<file path="src/rtl/gfield_mac_pkg.sv">
package gfield_mac_pkg;
    typedef enum logic [1:0] {
        ST_IDLE = 2'd0,
        ST_LOAD = 2'd1,
        ST_RUN  = 2'd2,
        ST_DONE = 2'd3
    } mac_state_t;
endpackage

</file>
<file path="src/rtl/gfm_xtime.sv">
// Multiply a field element by x and reduce with the supplied polynomial.
module gfm_xtime #(
    parameter int N = 83
) (
    input  logic [N-1:0] v_in,
    input  logic [N-1:0] poly,
    output logic [N-1:0] v_out
);
    always_comb begin
        v_out = {v_in[N-2:0], 1'b0} ^ (poly & {N{v_in[N-1]}});
    end
endmodule

</file>
<file path="src/rtl/gfm_digit_step.sv">
// One digit of Horner evaluation: acc*x^D + a*digit, reduced after each bit.
module gfm_digit_step #(
    parameter int N = 83,
    parameter int D = 12
) (
    input  logic [N-1:0] acc_in,
    input  logic [N-1:0] mcand,
    input  logic [N-1:0] poly,
    input  logic [D-1:0] digit,
    output logic [N-1:0] acc_out
);
    logic [N-1:0] chain   [0:D];
    logic [N-1:0] shifted [0:D-1];

    assign chain[0] = acc_in;

    for (genvar j = 0; j < D; j++) begin : g_stage
        gfm_xtime #(.N(N)) u_xt (
            .v_in  (chain[j]),
            .poly  (poly),
            .v_out (shifted[j])
        );
        assign chain[j+1] = shifted[j] ^ (mcand & {N{digit[D-1-j]}});
    end

    assign acc_out = chain[D];
endmodule

</file>
<file path="src/rtl/gfm_ctrl.sv">
// Sequencer: IDLE -> LOAD -> RUN (STEPS cycles) -> DONE -> IDLE.
module gfm_ctrl
    import gfield_mac_pkg::*;
#(
    parameter int STEPS = 7
) (
    input  logic clk,
    input  logic rst_n,
    input  logic start,
    output logic accept,
    output logic prep_en,
    output logic step_en,
    output logic last_step,
    output logic busy,
    output logic done
);
    localparam int CW = (STEPS > 1) ? $clog2(STEPS) : 1;
    localparam logic [CW-1:0] LAST_CNT = CW'(STEPS - 1);

    mac_state_t state_q, state_d;
    logic [CW-1:0] cnt_q;

    always_ff @(posedge clk or negedge rst_n) begin
        if (!rst_n) begin
            state_q <= ST_IDLE;
            cnt_q   <= '0;
        end else begin
            state_q <= state_d;
            if (state_q == ST_LOAD)
                cnt_q <= '0;
            else if (state_q == ST_RUN)
                cnt_q <= cnt_q + 1'b1;
        end
    end

    always_comb begin
        state_d = state_q;
        unique case (state_q)
            ST_IDLE: if (start) state_d = ST_LOAD;
            ST_LOAD: state_d = ST_RUN;
            ST_RUN:  if (cnt_q == LAST_CNT) state_d = ST_DONE;
            ST_DONE: state_d = ST_IDLE;
        endcase
    end

    always_comb begin
        accept    = 1'b0;
        prep_en   = 1'b0;
        step_en   = 1'b0;
        last_step = 1'b0;
        busy      = 1'b1;
        done      = 1'b0;
        unique case (state_q)
            ST_IDLE: begin
                busy   = 1'b0;
                accept = start;
            end
            ST_LOAD: prep_en = 1'b1;
            ST_RUN: begin
                step_en   = 1'b1;
                last_step = (cnt_q == LAST_CNT);
            end
            ST_DONE: done = 1'b1;
        endcase
    end
endmodule

</file>
<file path="src/rtl/gfield_mac.sv">
// GF(2^N) fused multiply-accumulate with programmable reduction polynomial.
module gfield_mac #(
    parameter int N = 83,
    parameter int D = 12
) (
    input  logic         clk,
    input  logic         rst_n,
    input  logic         start,
    input  logic         op_sel,
    input  logic [N-1:0] opnd_a,
    input  logic [N-1:0] opnd_b,
    input  logic [N-1:0] opnd_c,
    input  logic [N-1:0] opnd_d,
    input  logic [N-1:0] poly,
    output logic         busy,
    output logic         done,
    output logic [N-1:0] result
);
    localparam int STEPS = (N + D - 1) / D;
    localparam int MW    = STEPS * D;

    logic accept, prep_en, step_en, last_step;

    logic [N-1:0]  a_q, b_q, c_q, d_q, p_q;
    logic          mode_q;
    logic [MW-1:0] mreg_q;
    logic [N-1:0]  acc_q, acc_next, res_q;
    logic [N-1:0]  mult_sel;

    gfm_ctrl #(.STEPS(STEPS)) u_ctrl (
        .clk       (clk),
        .rst_n     (rst_n),
        .start     (start),
        .accept    (accept),
        .prep_en   (prep_en),
        .step_en   (step_en),
        .last_step (last_step),
        .busy      (busy),
        .done      (done)
    );

    gfm_digit_step #(.N(N), .D(D)) u_step (
        .acc_in  (acc_q),
        .mcand   (a_q),
        .poly    (p_q),
        .digit   (mreg_q[MW-1 -: D]),
        .acc_out (acc_next)
    );

    assign mult_sel = mode_q ? (b_q ^ d_q) : b_q;

    always_ff @(posedge clk or negedge rst_n) begin
        if (!rst_n) begin
            a_q    <= '0;
            b_q    <= '0;
            c_q    <= '0;
            d_q    <= '0;
            p_q    <= '0;
            mode_q <= 1'b0;
            mreg_q <= '0;
            acc_q  <= '0;
            res_q  <= '0;
        end else begin
            if (accept) begin
                a_q    <= opnd_a;
                b_q    <= opnd_b;
                c_q    <= opnd_c;
                d_q    <= opnd_d;
                p_q    <= poly;
                mode_q <= op_sel;
            end
            if (prep_en) begin
                mreg_q <= MW'(mult_sel);
                acc_q  <= '0;
            end
            if (step_en) begin
                acc_q  <= acc_next;
                mreg_q <= mreg_q << D;
            end
            if (last_step)
                res_q <= acc_next ^ c_q;
        end
    end

    assign result = res_q;
endmodule

</file>
<file path="config.mk">
export PLATFORM = sky130hd
export DESIGN_NAME = gfield_mac
export DESIGN_NICKNAME = d
export VERILOG_FILES = /design/src/rtl/gfield_mac_pkg.sv /design/src/rtl/gfm_xtime.sv /design/src/rtl/gfm_digit_step.sv /design/src/rtl/gfm_ctrl.sv /design/src/rtl/gfield_mac.sv
export SDC_FILE = /design/constraint.sdc
export NUM_CORES = 2
export LEC_CHECK = 0
export BUFFER_PORTS_ARGS = -buffer_cell sky130_fd_sc_hd__buf_4
export CORE_ASPECT_RATIO = 0.7
export CORE_UTILIZATION = 45
export DETAILED_ROUTE_END_ITERATION = 8
export GPL_ROUTABILITY_DRIVEN = 0
export PLACE_DENSITY = 0.7
export SETUP_SLACK_MARGIN = 0.05
export SKIP_LAST_GASP = 1
export SYNTH_ARGS = -nofsm -noshare
export SYNTH_HDL_FRONTEND = slang
export SYNTH_SLANG_ARGS = --single-unit
</file>
<file path="constraint.sdc">
create_clock -name clk -period 10.1 [get_ports clk]
set_input_delay 0.505 -clock clk [delete_from_list [all_inputs] [get_ports clk]]
set_output_delay 0.505 -clock clk [all_outputs]
set_load 0.05 [all_outputs]
</file>
# == Word-level counts from Yosys, hierarchy flattened ==
# Index checks and enable logic that the tools add are counted.
# word_totals
reg_bits,671
input_bits,419
output_inout_bits,85
wordCells,88
# op_classes
add_sub_neg,1
n_eq_ne,6
n_mux,16
bitwise_logic,50
reduce_logical,4
# op_table
cell,count
83-bit XOR,26
83-bit bitwise AND,24
83-bit 2-to-1 mux,3
84-bit 2-to-1 mux,2
2-bit case mux with 4 select lines,1
1-bit 2-to-1 mux,6
3-bit 2-to-1 mux,2
"2-bit == test, second input constant",2
2-bit 2-to-1 mux,2
"2-bit inequality test, second input constant",2
2-bit nonzero test,2
"3-bit by 1-bit adder with 3-bit output, second input constant",1
"3-bit == test, second input constant",1
"2-bit by 1-bit == test with 1-bit output, second input constant",1
2-bit logical NOT,1
2-bit AND reduction,1

# == Logic depth before layout (Yosys ltp) ==
# depth
ltp_word,37
mapped_depth,24
mapped_depth_nobuf,18

# == Cells and area by module ==
# Synthesis repeated with hierarchy kept, for this count alone.
# unflattened
cells_unflattened,6319
hier_area_um2,55951.2
# by_module_without_submodules
module,n_inst,cells_per_inst,area_each_um2,seq_area_each_um2
gfield_mac,1,1933,27521.4,16666.0
gfm_digit_step,1,2266,14596.5,0.0
gfm_xtime,12,174,1123.6,0.0
gfm_ctrl,1,32,350.3,125.1

# == Least setup slack after synthesis ==
# OpenSTA, ideal clock, no wires.
# synth_path
path_kind,flip-flop to flip-flop
start,register a_q[82]
end,register res_q[10] (netlist: result[10])
setup_ns,0.132
arrival_ns,4.869
t_required_ns,9.968
slack_ns,5.099
path_stages_with_launch,22
path_buffers,3
path_cell_list,dfrtp_1 and2_1 xnor3_2 nand2_1 xnor2_4 mux2i_1 xnor2_1 buf_2 o21ai_0 a211o_1 a32o_1 xnor3_1 xnor2_1 o22a_1 a211o_1 clkbuf_1 nand3_1 xnor2_2 buf_2 nand2_1 xnor2_1 o21ai_1
# synth_via
elab_chain_len,36
elab_cells_between_ends,46
cone_classes,46 x bitwise
# synth_lines
item,line_no,text
start: declaration,gfield_mac.sv:24,"logic [N-1:0] a_q, b_q, c_q, d_q, p_q;"
start signal: assignment,gfield_mac.sv:65,a_q <= opnd_a;
83-bit bitwise AND,gfm_digit_step.sv:23,assign chain[j+1] = shifted[j] ^ (mcand & {N{digit[D-1-j]}});
83-bit XOR,gfm_digit_step.sv:23,
83-bit bitwise AND,gfm_xtime.sv:10,"v_out = {v_in[N-2:0], 1'b0} ^ (poly & {N{v_in[N-1]}});"
83-bit XOR,gfm_xtime.sv:10,
83-bit XOR,gfm_digit_step.sv:23,
83-bit bitwise AND,gfm_xtime.sv:10,
83-bit XOR,gfm_xtime.sv:10,
83-bit XOR,gfm_digit_step.sv:23,
[20 not listed],n/a,
83-bit XOR,gfm_digit_step.sv:23,
83-bit bitwise AND,gfm_xtime.sv:10,
83-bit XOR,gfm_xtime.sv:10,
83-bit XOR *,gfm_digit_step.sv:23,
83-bit bitwise AND,gfm_xtime.sv:10,
83-bit XOR *,gfm_xtime.sv:10,
83-bit XOR *,gfm_digit_step.sv:23,
83-bit XOR *,gfield_mac.sv:81,res_q <= acc_next ^ c_q;
end signal: assignment,gfield_mac.sv:81,
end: declaration,gfield_mac.sv:27,"logic [N-1:0] acc_q, acc_next, res_q;"
# Mark *: on every way between the ends. The rest lies on a longest branch, timed or not.
# A chain may end at the register's enable or synchronous reset.

# == Worst setup path in the final report ==
# layout_path
start,register p_q[82]
end,register acc_q[39]
# layout_via
elab_chain_len,37
# layout_lines
item,line_no,text
start: declaration,gfield_mac.sv:24,
start signal: assignment,gfield_mac.sv:69,p_q <= poly;
83-bit bitwise AND,gfm_xtime.sv:10,
83-bit XOR,gfm_xtime.sv:10,
83-bit XOR,gfm_digit_step.sv:23,
83-bit bitwise AND,gfm_xtime.sv:10,
83-bit XOR,gfm_xtime.sv:10,
83-bit XOR,gfm_digit_step.sv:23,
83-bit bitwise AND,gfm_xtime.sv:10,
83-bit XOR,gfm_xtime.sv:10,
[21 not listed],n/a,
83-bit XOR,gfm_digit_step.sv:23,
83-bit bitwise AND,gfm_xtime.sv:10,
83-bit XOR *,gfm_xtime.sv:10,
83-bit XOR *,gfm_digit_step.sv:23,
83-bit bitwise AND,gfm_xtime.sv:10,
83-bit XOR *,gfm_xtime.sv:10,
83-bit XOR *,gfm_digit_step.sv:23,
83-bit 2-to-1 mux *,gfield_mac.sv:76,if (step_en) begin
end signal: assignment,gfield_mac.sv:77,acc_q <= acc_next;
end: declaration,gfield_mac.sv:27,
# Marks and branches as above.

==> flow_summary.ini <==
[floorplan]
die_h_um = 294.5
chipWidth_um = 419.9
die_area_um2 = 123600
ios = 504
core_area_um2 = 120300
initial_utilization = 0.4572
num_rows = 106

[clocking]
cts_tree = done
clk_pin_slew_ns = 0.06
clockBufferDepth = 3
root_buffer = clkbuf_16
cts_setup_buffers = 0
clock-sinks = 671
clkLatencyLatePin_ns = 0.68
numCtsBuffers = 73
htreeDepth = 3

[final_layout]
fin_cells = 8383
nets = 7118
syn_to_final_growth_pct = 12.64
drive_gt1_frac = 0.1760
final_common_cell = nand2_1
final_cell_mix = 2140 x nand2_1, 1784 x xnor2_1, 657 x dfrtp_1, 537 x buf_4, 488 x mux2_2

[routing]
antenna_left = 0
drc = 0
vias_per_cell = 5.221
drt_wl_total_mm = 162.4
wl_per_cell_um = 19.37
drt_iter0_drc = 4772
firstDrtPassIters = 5
via_count = 43765

[critical_path]
startpoint_type = flop
endpoint_kind = flop
rr_worst_depth = 20
r2r_start = p_q[82]
reg2reg_to = acc_q[39]
crit_type = reg2reg
critPathMaxFanout = 82
cp.required_ns = 10.60
crit_arrival_ns = 8.68
r2r_slack_ns = 1.92

[timing]
tns_ns = 0
fmax_ghz = 0.1222
timing.final.crit_period_ns = 8.184
setup_viol = 0
hold_viol_final = 0
rsz0062_at_grt = no
relSlewSlack = 0.1256
drv_slew = 0
tightest_slew_ns = 1.302
post-route-period-util = 0.8103
fin_skew_ns = 0.02975

[yosys]
ys_seq_area_frac = 0.3053
syn_area_per_cell_um2 = 8.356
synth_xor_area_frac = 0.3583
synth-simple-area-share = 0.1588
synth-compound-area-share = 0.03153
synth-adder-area-share = 0.001592
syn-num-nets = 7008
synth_edf_count = 0
synth-seq-cells = 671
syn_area_um2 = 55000
synth_cells = 6582
synthFlopType = dfrtp_1
async_flop_share = 1.000
yosysUniqueCellTypes = 55
yosysWarningCount = 0
synth_mux_area_frac = 0.1016
synth_top_family_by_area = XOR/XNOR gates

[global_routing]
grt_remaining_overflow = 0
grt_pass1_wl_mm = 252.1
first_global_vias = 41761
track_usage = 0.2590
antenna_found_initial = 12
grt_max_degree = 149

[outcome]
status = completed

[place]
io_buffers = 503
hpwl_mm = 110.6
dp.cells = 8232

[hold_path]
min_path_cells = 2
hold_path_end = a_q[33]
hold_class = in2reg
hold_start = opnd_a[33]

[run]
max_cap_violations = 0
[metal layers]
| layer | part of all wire | track usage | vias up | routed length [um] |
|---|---|---|---|---|
| li1 | - | - | 20624 | - |
| met1 | 0.45 | 0.3795 | 21094 | 72990 |
| met2 | 0.44 | 0.3843 | 1813 | 70740 |
| met3 | 0.086 | 0.04456 | 234 | 13980 |
| met4 | 0.029 | 0.08047 | 0 | 4652 |
| met5 | 0 | 0 | - | 0 |
[cells by family after synthesis]
family                   count (synthesis)
AO/OA/AOI/OAI                          299
XOR/XNOR                              2220
adder cells (fa/ha/maj)                  7
buffers and inverters                  615
flip-flops                             671
multiplexers                           497
AND/OR/NAND/NOR                       2273
[state kept, by name (all words and copies together), names as in the netlist]
register	flops
a_q	83
c_q	83
u_ctrl.cnt_q	3
p_q	83
acc_q	83
d_q	83
result	83
mode_q	1
u_ctrl.state_q	2
mreg_q	84
b_q	83
[worst max-delay path by stage]
stage | slack, ns | startpoint | endpoint
after CTS | 2.06 | p_q[82] | acc_q[14]
after global routing | 1.52 | acc_q[82] | acc_q[41]
after floorplan | 5.10 | a_q[82] | result[10]
after detailed placement | 2.07 | p_q[82] | acc_q[14]
after global placement | 2.37 | mreg_q[82] | acc_q[6]
final | 1.92 | p_q[82] | acc_q[39]
[repair_timing]
item | 4_1_cts | 5_1_grt
endpoints found under the hold margin | 112 | 0
gates resized for setup | 0 | 0
hold buffers | 5 | 0
[per-stage QoR]
stage | area, um^2 | utilization | hold slack (ns) | setup WS (ns)
floorplan | 55000 | - | 0.2094 | 5.099
global route | 61950 | 0.5150 | 0.02169 | 1.519
CTS | 61920 | 0.5147 | 0.0005800 | 2.056
finish | 61950 | 0.5150 | 0.04942 | 1.916
global placement | 59360 | 0.4935 | 0.4737 | 2.373
detailed placement | 59360 | 0.4935 | 0.4763 | 2.066
[worst max-delay path, stage by stage, from the launching register on]
cell and delay (ns):
dfrtp_1 0.91, nand2_1 0.15, xnor3_2 0.29, buf_4 0.68
nand2_1 0.15, xor2_1 0.39, xnor2_1 0.21, xnor2_2 0.61
xnor3_1 0.47, nor2_1 0.19, o21ai_1 0.10, a31oi_1 0.52
xnor3_1 0.31, nand2b_1 0.19, a211o_2 0.70, nand3_1 0.34
xnor2_4 0.23, buf_4 0.88, nand2_1 0.26, xor2_1 0.21
o22ai_1 0.08
[area by class of cell]
| class | count | area [um^2] |
|---|---|---|
| well taps | 1620 | 2027 |
| diodes | 12 | 30.03 |
| clock buffers | 102 | 2086 |
| clock inverters | 32 | 425.4 |
| repair buffers | 546 | 4156 |
| fillers | 11011 | 58340 |
| inverters | 104 | 390.4 |
| flip-flops and latches | 671 | 16830 |
| multi-input cells | 5296 | 36000 |
[cells in the mapped netlist (all sizes together), types with 3 or more instances]
cell | instances | area [um^2]
dfrtp | 671 | 16790
mux2i | 9 | 90.09
o22ai | 95 | 594.3
nand2b | 9 | 56.30
a32oi | 3 | 26.28
a31oi | 4 | 25.02
nand4 | 5 | 31.28
nor2 | 9 | 33.78
nor3 | 4 | 25.02
xnor3 | 15 | 339.1
mux2 | 488 | 5495
clkbuf | 307 | 1152
buf | 204 | 818.3
o31ai | 3 | 27.52
a21boi | 3 | 22.52
o21ai | 170 | 850.8
nand2 | 2142 | 8040
xnor2 | 1790 | 15710
ha | 7 | 87.58
xor2 | 414 | 3633
a21oi | 3 | 15.01
inv | 104 | 390.4
nand3 | 88 | 440.4
a22o | 3 | 26.28
or3 | 4 | 25.02
Power is left out: the tool's default activity adds up to more than one toggle a clock period on the data nets, which glitch-free logic cannot reach.
